==> src/rtl/pal_pkg.sv <==
package pal_pkg;

    localparam int unsigned DEF_NUM_IN    = 4;
    localparam int unsigned DEF_NUM_MC    = 4;
    localparam int unsigned DEF_PT_PER_MC = 4;

    typedef enum logic [2:0] {
        ST_D     = 3'd0,
        ST_JK    = 3'd1,
        ST_RS    = 3'd2,
        ST_T     = 3'd3,
        ST_LATCH = 3'd4
    } store_kind_e;

    typedef enum logic [1:0] {
        PIN_IN    = 2'd0,
        PIN_OUT   = 2'd1,
        PIN_BIDIR = 2'd2
    } pin_dir_e;

    // Per-macrocell control field, sits above the fuse bits of its slice.
    typedef struct packed {
        logic [1:0] dir;
        logic [2:0] kind;
        logic       pol;
        logic       comb;
    } mc_ctrl_t;

    localparam int unsigned CTRL_BITS = $bits(mc_ctrl_t);

    // Next value of a storage element for the chosen type.
    function automatic logic store_next(input logic [2:0] kind, input logic q,
                                        input logic a, input logic b,
                                        input logic all);
        logic nxt;
        if (kind == ST_JK)
            nxt = (a & ~q) | (~b & q);
        else if (kind == ST_RS)
            nxt = (a & ~b) ? 1'b1 : ((b & ~a) ? 1'b0 : q);
        else if (kind == ST_T)
            nxt = q ^ all;
        else if (kind == ST_LATCH)
            nxt = b ? a : q;
        else
            nxt = all;
        return nxt;
    endfunction

endpackage

==> src/rtl/pal_cfg_chain.sv <==
module pal_cfg_chain #(
    parameter int unsigned CFG_W = 284
) (
    input  logic             clk,
    input  logic             rst,
    input  logic             shift_en,
    input  logic             si,
    input  logic             commit,
    output logic [CFG_W-1:0] active
);

    logic [CFG_W-1:0] hold_q;

    always_ff @(posedge clk) begin
        if (rst) begin
            hold_q <= '0;
            active <= '0;
        end else begin
            if (shift_en)
                hold_q <= {hold_q[CFG_W-2:0], si};
            if (commit)
                active <= hold_q;
        end
    end

endmodule

==> src/rtl/pal_and_plane.sv <==
module pal_and_plane #(
    parameter int unsigned N_SIG  = 8,
    parameter int unsigned N_TERM = 4
) (
    input  logic [N_SIG-1:0]          sig,
    input  logic [N_TERM*2*N_SIG-1:0] fuse,
    output logic [N_TERM-1:0]         term
);

    localparam int unsigned LIT_W = 2 * N_SIG;

    logic [LIT_W-1:0] lit;

    always_comb begin
        for (int s = 0; s < N_SIG; s++) begin
            lit[2*s]   = sig[s];
            lit[2*s+1] = ~sig[s];
        end
    end

    for (genvar t = 0; t < N_TERM; t++) begin : g_term
        // An unselected literal is forced to 1 so an empty term is true.
        assign term[t] = &(lit | ~fuse[t*LIT_W +: LIT_W]);
    end

endmodule

==> src/rtl/pal_macrocell.sv <==
module pal_macrocell
    import pal_pkg::*;
#(
    parameter int unsigned PT_PER_MC = 4
) (
    input  logic                 clk,
    input  logic                 rst,
    input  mc_ctrl_t             ctrl,
    input  logic [PT_PER_MC-1:0] term,
    input  logic                 pin_i,
    input  logic                 loading,
    output logic                 pin_o,
    output logic                 pin_oe,
    output logic                 fb,
    output logic                 q,
    output logic                 sum_a,
    output logic                 sum_b,
    output logic                 sum_all
);

    localparam int unsigned HALF = PT_PER_MC / 2;
    localparam int unsigned OE_T = PT_PER_MC - 1;

    logic                 bidir;
    logic                 drives;
    logic [PT_PER_MC-1:0] use_mask;
    logic                 val;

    always_comb begin
        bidir  = (ctrl.dir == PIN_BIDIR);
        drives = (ctrl.dir == PIN_OUT) || bidir;
        use_mask = '1;
        if (bidir)
            use_mask[OE_T] = 1'b0;
    end

    assign sum_all = |(term & use_mask);
    assign sum_a   = |term[HALF-1:0];
    assign sum_b   = |(term[PT_PER_MC-1:HALF] & use_mask[PT_PER_MC-1:HALF]);

    always_ff @(posedge clk) begin
        if (rst)
            q <= 1'b0;
        else
            q <= store_next(ctrl.kind, q, sum_a, sum_b, sum_all);
    end

    always_comb begin
        if (ctrl.comb)
            val = sum_all;
        else if (ctrl.kind == ST_LATCH)
            val = sum_b ? sum_a : q;
        else
            val = q;
    end

    assign pin_o = val ^ ctrl.pol;

    always_comb begin
        if (loading)
            pin_oe = 1'b0;
        else if (ctrl.dir == PIN_OUT)
            pin_oe = 1'b1;
        else if (bidir)
            pin_oe = term[OE_T];
        else
            pin_oe = 1'b0;
    end

    assign fb = (!ctrl.comb && drives) ? q : pin_i;

endmodule

==> src/rtl/pal_array.sv <==
module pal_array
    import pal_pkg::*;
#(
    parameter int unsigned NUM_IN    = DEF_NUM_IN,
    parameter int unsigned NUM_MC    = DEF_NUM_MC,
    parameter int unsigned PT_PER_MC = DEF_PT_PER_MC
) (
    input  logic              clk,
    input  logic              rst,
    input  logic              cfg_load,
    input  logic              cfg_si,
    input  logic              cfg_commit,
    input  logic [NUM_IN-1:0] in_i,
    input  logic [NUM_MC-1:0] pin_i,
    output logic [NUM_MC-1:0] pin_o,
    output logic [NUM_MC-1:0] pin_oe
);

    localparam int unsigned N_SIG   = NUM_IN + NUM_MC;
    localparam int unsigned PT_BITS = 2 * N_SIG;
    localparam int unsigned MC_FUSE = PT_PER_MC * PT_BITS;
    localparam int unsigned MC_BITS = MC_FUSE + CTRL_BITS;
    localparam int unsigned CFG_W   = NUM_MC * MC_BITS;

    logic [CFG_W-1:0]             cfg_active;
    logic [N_SIG-1:0]             sig;
    logic [NUM_MC-1:0]            fb_vec;
    logic [NUM_MC-1:0]            q_vec;
    logic [NUM_MC-1:0]            sa_vec;
    logic [NUM_MC-1:0]            sb_vec;
    logic [NUM_MC-1:0]            sall_vec;
    mc_ctrl_t [NUM_MC-1:0]        mc_ctrl;

    pal_cfg_chain #(.CFG_W(CFG_W)) i_cfg (
        .clk      (clk),
        .rst      (rst),
        .shift_en (cfg_load),
        .si       (cfg_si),
        .commit   (cfg_commit),
        .active   (cfg_active)
    );

    assign sig = {fb_vec, in_i};

    for (genvar m = 0; m < NUM_MC; m++) begin : g_mc
        logic [PT_PER_MC-1:0] term;
        logic [MC_FUSE-1:0]   fuse;

        assign fuse       = cfg_active[m*MC_BITS +: MC_FUSE];
        assign mc_ctrl[m] = mc_ctrl_t'(cfg_active[m*MC_BITS + MC_FUSE +: CTRL_BITS]);

        pal_and_plane #(.N_SIG(N_SIG), .N_TERM(PT_PER_MC)) i_plane (
            .sig  (sig),
            .fuse (fuse),
            .term (term)
        );

        pal_macrocell #(.PT_PER_MC(PT_PER_MC)) i_cell (
            .clk     (clk),
            .rst     (rst),
            .ctrl    (mc_ctrl[m]),
            .term    (term),
            .pin_i   (pin_i[m]),
            .loading (cfg_load),
            .pin_o   (pin_o[m]),
            .pin_oe  (pin_oe[m]),
            .fb      (fb_vec[m]),
            .q       (q_vec[m]),
            .sum_a   (sa_vec[m]),
            .sum_b   (sb_vec[m]),
            .sum_all (sall_vec[m])
        );
    end

endmodule

==> config.mk <==
export PLATFORM = sky130hd
export DESIGN_NAME = pal_array
export DESIGN_NICKNAME = d
export VERILOG_FILES = /design/src/rtl/pal_pkg.sv /design/src/rtl/pal_cfg_chain.sv /design/src/rtl/pal_and_plane.sv /design/src/rtl/pal_macrocell.sv /design/src/rtl/pal_array.sv
export SDC_FILE = /design/constraint.sdc
export NUM_CORES = 1
export LEC_CHECK = 0
export BUFFER_PORTS_ARGS = -buffer_cell sky130_fd_sc_hd__buf_2
export CORE_UTILIZATION = 40
export DETAILED_ROUTE_END_ITERATION = 8
export MAX_ROUTING_LAYER = met4
export SYNTH_ARGS = -nofsm -noshare
export SYNTH_HDL_FRONTEND = slang
export SYNTH_SLANG_ARGS = --single-unit
==> constraint.sdc <==
create_clock -name clk -period 3.84 [get_ports clk]
set_clock_uncertainty 0.15 [all_clocks]
set_input_delay 0.384 -clock clk [delete_from_list [all_inputs] [get_ports clk]]
set_output_delay 0.384 -clock clk [all_outputs]
set_load 0.05 [all_outputs]
==> metrics.cfg <==
[outcome]
status = finished with violations
violations = negative setup slack

[cts]
numCtsBuffers = 59
cts_max_level = 2
clk_latency_ns = 0.62
cts_tree = yes
clock_tree.root_cell = clkbuf_16
cts.clk_slew.worst_paths_ns = 0.06
clock-sinks = 572
cts_max_path_buffers = 3

[drt]
drc_errors = 0
drt_iter0_drc = 807
vias = 14700
wl_per_cell_um = 15.6
drt-vias-per-instance = 4.91
postRouteAntennaNets = 0
drt_pass1_iterations = 5
routed_wirelength_um = 46800

[logic_synthesis]
synth-simple-area-share_pct = 12.4
synth_fa_ha_area_share_pct = 0.665
syn_area_per_cell_um2 = 10.3
ys.flop_type = dfxtp_1
ys_seq_area_share_pct = 50.7
synth_compound_area_share_pct = 2.14
syn-instance-count = 2191
synthXorXnorAreaFrac_pct = 0.155
synth.area.mux_share_pct = 30.7
ys_ff_latch = 572
synth_edf_count = 0
synth_top_family_by_area = multiplexers
synth.yosys.warnings = 0
synth_nets = 2216
netlist_area_um2 = 22600
ys_types = 55
async_flop_share_pct = 0

[layout]
nets = 2233
layout-drive-gt1-share_pct = 12.2
final_core_util_pct = 47.2
syn_to_final_growth_pct = 15.9
antenna_cells = 0

[global_route]
grt_usage_pct = 16.9
antenna_found_initial = 0
grt_pass1_vias = 14400
grt_max_degree = 161
grt_overflow = 0
grt_pass1_wl_um = 76500

[worst_setup_path]
critPathSlowestCell = or3b_4
required_ns = 3.31
endpoint_kind = output pin
worst_path_most_repeated_cell = or3b_4
startpoint_type = register
crit_arrival_ns = 3.46
crit_path_max_incr_delay_ns = 0.39
cp_cell_sequence = inv_2, ha_4, or3b_4, and2_4, mux2_4, nor4_4, a22oi_2, or3b_4, a21oi_2, a31oi_2, xor2_1, buf_4
setup.worst_path.class = reg2out
cp_max_fo = 3

[sta]
hold_viol = 0
rsz0062_at_grt = true
slew_headroom_pct = 50.8
period_share_pct = 104
slew_violations = 0
layout_setup_ws_ns = -0.149
min_period_ns = 3.99
timing.fmax_mhz = 251
worst_slew_pin_slew_ns = 0.737
hold_slack_ns = 0.0507
setup_viol = 4

[die]
io_pins = 21
initial_core_util_pct = 40.7
die_x_um = 240
die_h_um = 240
core_um2 = 55400
dieArea_um2 = 57400
core.rowCount = 86

[pwr]
power_w = 0.0122
ir_worst_vdd_mv = 0.307
cellPowerDensity_nw_per_um2 = 465
leakage_nw = 11.5

[job]
drv_cap = 0

[place]
io_buffer_count = 20
place_congestion = 0.818
place_hpwl_um = 29000

[worst_hold_path]
hold_class = in2reg

placed cells by master (no fill, tap or decap), types with 3 or more instances in the layout:
cell type / instances
or3b_2: 3
dfxtp_1: 564
buf_6: 7
and4_1: 7
a211oi_1: 8
buf_2: 13
o21ai_1: 3
inv_2: 3
nor2b_1: 8
nor2_1: 582
nand4_1: 15
clkbuf_8: 15
dfxtp_2: 8
ha_1: 8
nor3b_1: 3
ha_4: 4
nand3_1: 8
buf_4: 62
buf_12: 20
inv_1: 17
a21oi_2: 3
a21oi_1: 7
nor3_1: 5
nand2_1: 10
o21ai_0: 12
mux2_4: 5
mux2i_1: 669
mux2_2: 12
mux2i_2: 3
buf_8: 4
clkbuf_16: 61
or3b_4: 3
clkinv_2: 8
a31oi_1: 4
clkbuf_1: 19
and4bb_2: 4
sequential cells by signal (all words and copies together) (netlist names):
name and count:
g_mc.i_cell.q 4, i_cfg.active 284, i_cfg.hold_q 284
repair_timing:
item / in CTS / in global routing
endpoints found under the setup margin: 8 / 5
setup buffers: 33 / 6
endpoints found under the hold margin: 1 / 0
pin swaps: 23 / 27
hold buffers: 1 / 0
resized for setup: 63 / 24
final timing paths:
path                                  startpoint                              to  slack (ns)  cells after the start
hold reg to reg   i_cfg.active[267]$_SDFFE_PP0P_  i_cfg.active[267]$_SDFFE_PP0P_        0.34                      2
setup / recovery  i_cfg.active[140]$_SDFFE_PP0P_                        pin_o[0]       -0.15                     12
setup reg to reg  i_cfg.active[140]$_SDFFE_PP0P_   g_mc[2].i_cell.q$_SDFFE_PP0P_        0.14                     16
hold / removal                               rst   i_cfg.hold_q[75]$_SDFFE_PP0P_        0.05                      2
layout make-up:
class | count | area, um2
Clock inverter | 12 | 131
Multi-Input combinational cell | 1447 | 10700
Fill cell | 5081 | 29300
Clock buffer | 95 | 1800
Inverter | 21 | 80.1
Tap cell | 748 | 936
Sequential cell | 572 | 11500
Timing Repair Buffer | 107 | 1080
report_power, final:
group,internal (W),switching [W],leakage [nW]
logic,0.000222,0.000346,5.96
clock network,0.00333,0.00231,0.952
registers,0.00594,0.00000579,4.61
stage by stage:
| step | TNS, ns | setup WS, ns | cell area (um2) | std cells |
|---|---|---|---|---|
| 2_1_floorplan | 0 | 0.398 | 22600 | 2191 |
| 3_3_place_gp | 0 | 0.0122 | 23600 | 2858 |
| 3_5_place_dp | -0.209 | -0.145 | 23600 | 2858 |
| 4_1_cts | -0.657 | -0.257 | 26000 | 2999 |
| 5_1_grt | -0.960 | -0.315 | 26200 | 3002 |
| 6_report | -0.329 | -0.149 | 26200 | 3002 |
worst max-delay path: cells and delay by family (launching register included):
kind | cells | cell delay (ns)
DFF | 1 | 0.33
muxes | 1 | 0.31
and+or+nand+nor | 4 | 1.17
xor gates and xnor gates | 1 | 0.19
buffers and inverters | 2 | 0.27
AOI/OAI and AO/OA | 3 | 0.36
adders and majority gates | 1 | 0.20
cells by family (layout without fill, tap and decap cells):
kind of cell | after synthesis | in the layout
buf+inv | 172 | 235
simple gates | 672 | 672
fa+ha+maj | 12 | 12
flops | 572 | 572
mux | 689 | 689
compound gates | 70 | 70
xor+xnor | 4 | 4
cell usage after synthesis, types with 2 or more instances:
library cell / instances / area share, %
nand4_1: 15 / 0.42
o21bai_1: 2 / 0.067
nor2b_1: 8 / 0.22
and2_1: 2 / 0.055
o22ai_1: 2 / 0.055
o2bb2ai_1: 2 / 0.078
nand2_1: 10 / 0.17
a21bo_2: 2 / 0.089
nor3_1: 5 / 0.11
a2bb2oi_1: 2 / 0.078
nor4bb_1: 2 / 0.089
nand3_1: 9 / 0.20
buf_6: 3 / 0.15
and4_1: 8 / 0.31
buf_2: 5 / 0.11
or3b_1: 4 / 0.16
o21a_1: 2 / 0.067
clkbuf_1: 72 / 1.2
a211oi_1: 11 / 0.37
o21ai_1: 2 / 0.044
a21oi_1: 10 / 0.22
mux2_4: 3 / 0.20
xor2_1: 3 / 0.12
or3b_2: 3 / 0.12
inv_1: 20 / 0.33
dfxtp_1: 572 / 51
mux2i_1: 672 / 30
o21ai_0: 15 / 0.33
nand2b_1: 3 / 0.083
a32oi_1: 2 / 0.078
mux2_2: 14 / 0.70
buf_1: 61 / 1.0
a21boi_0: 4 / 0.13
nor4b_1: 2 / 0.078
nor3b_1: 7 / 0.23
a31oi_1: 5 / 0.14
nor2_1: 584 / 9.7
ha_1: 12 / 0.67
and4bb_2: 4 / 0.22
o22a_1: 3 / 0.12
buf_4: 10 / 0.33
metal layers:
metal | vias to the layer above | GRT usage, % | routed length, um
met5 | - | - | 0
met4 | 0 | 4.35 | 915
met3 | 73 | 2.97 | 1330
li1 | 7490 | - | -
met1 | 7016 | 22.5 | 23500
met2 | 154 | 26.3 | 21100
(Power assumes the default switching activity.)
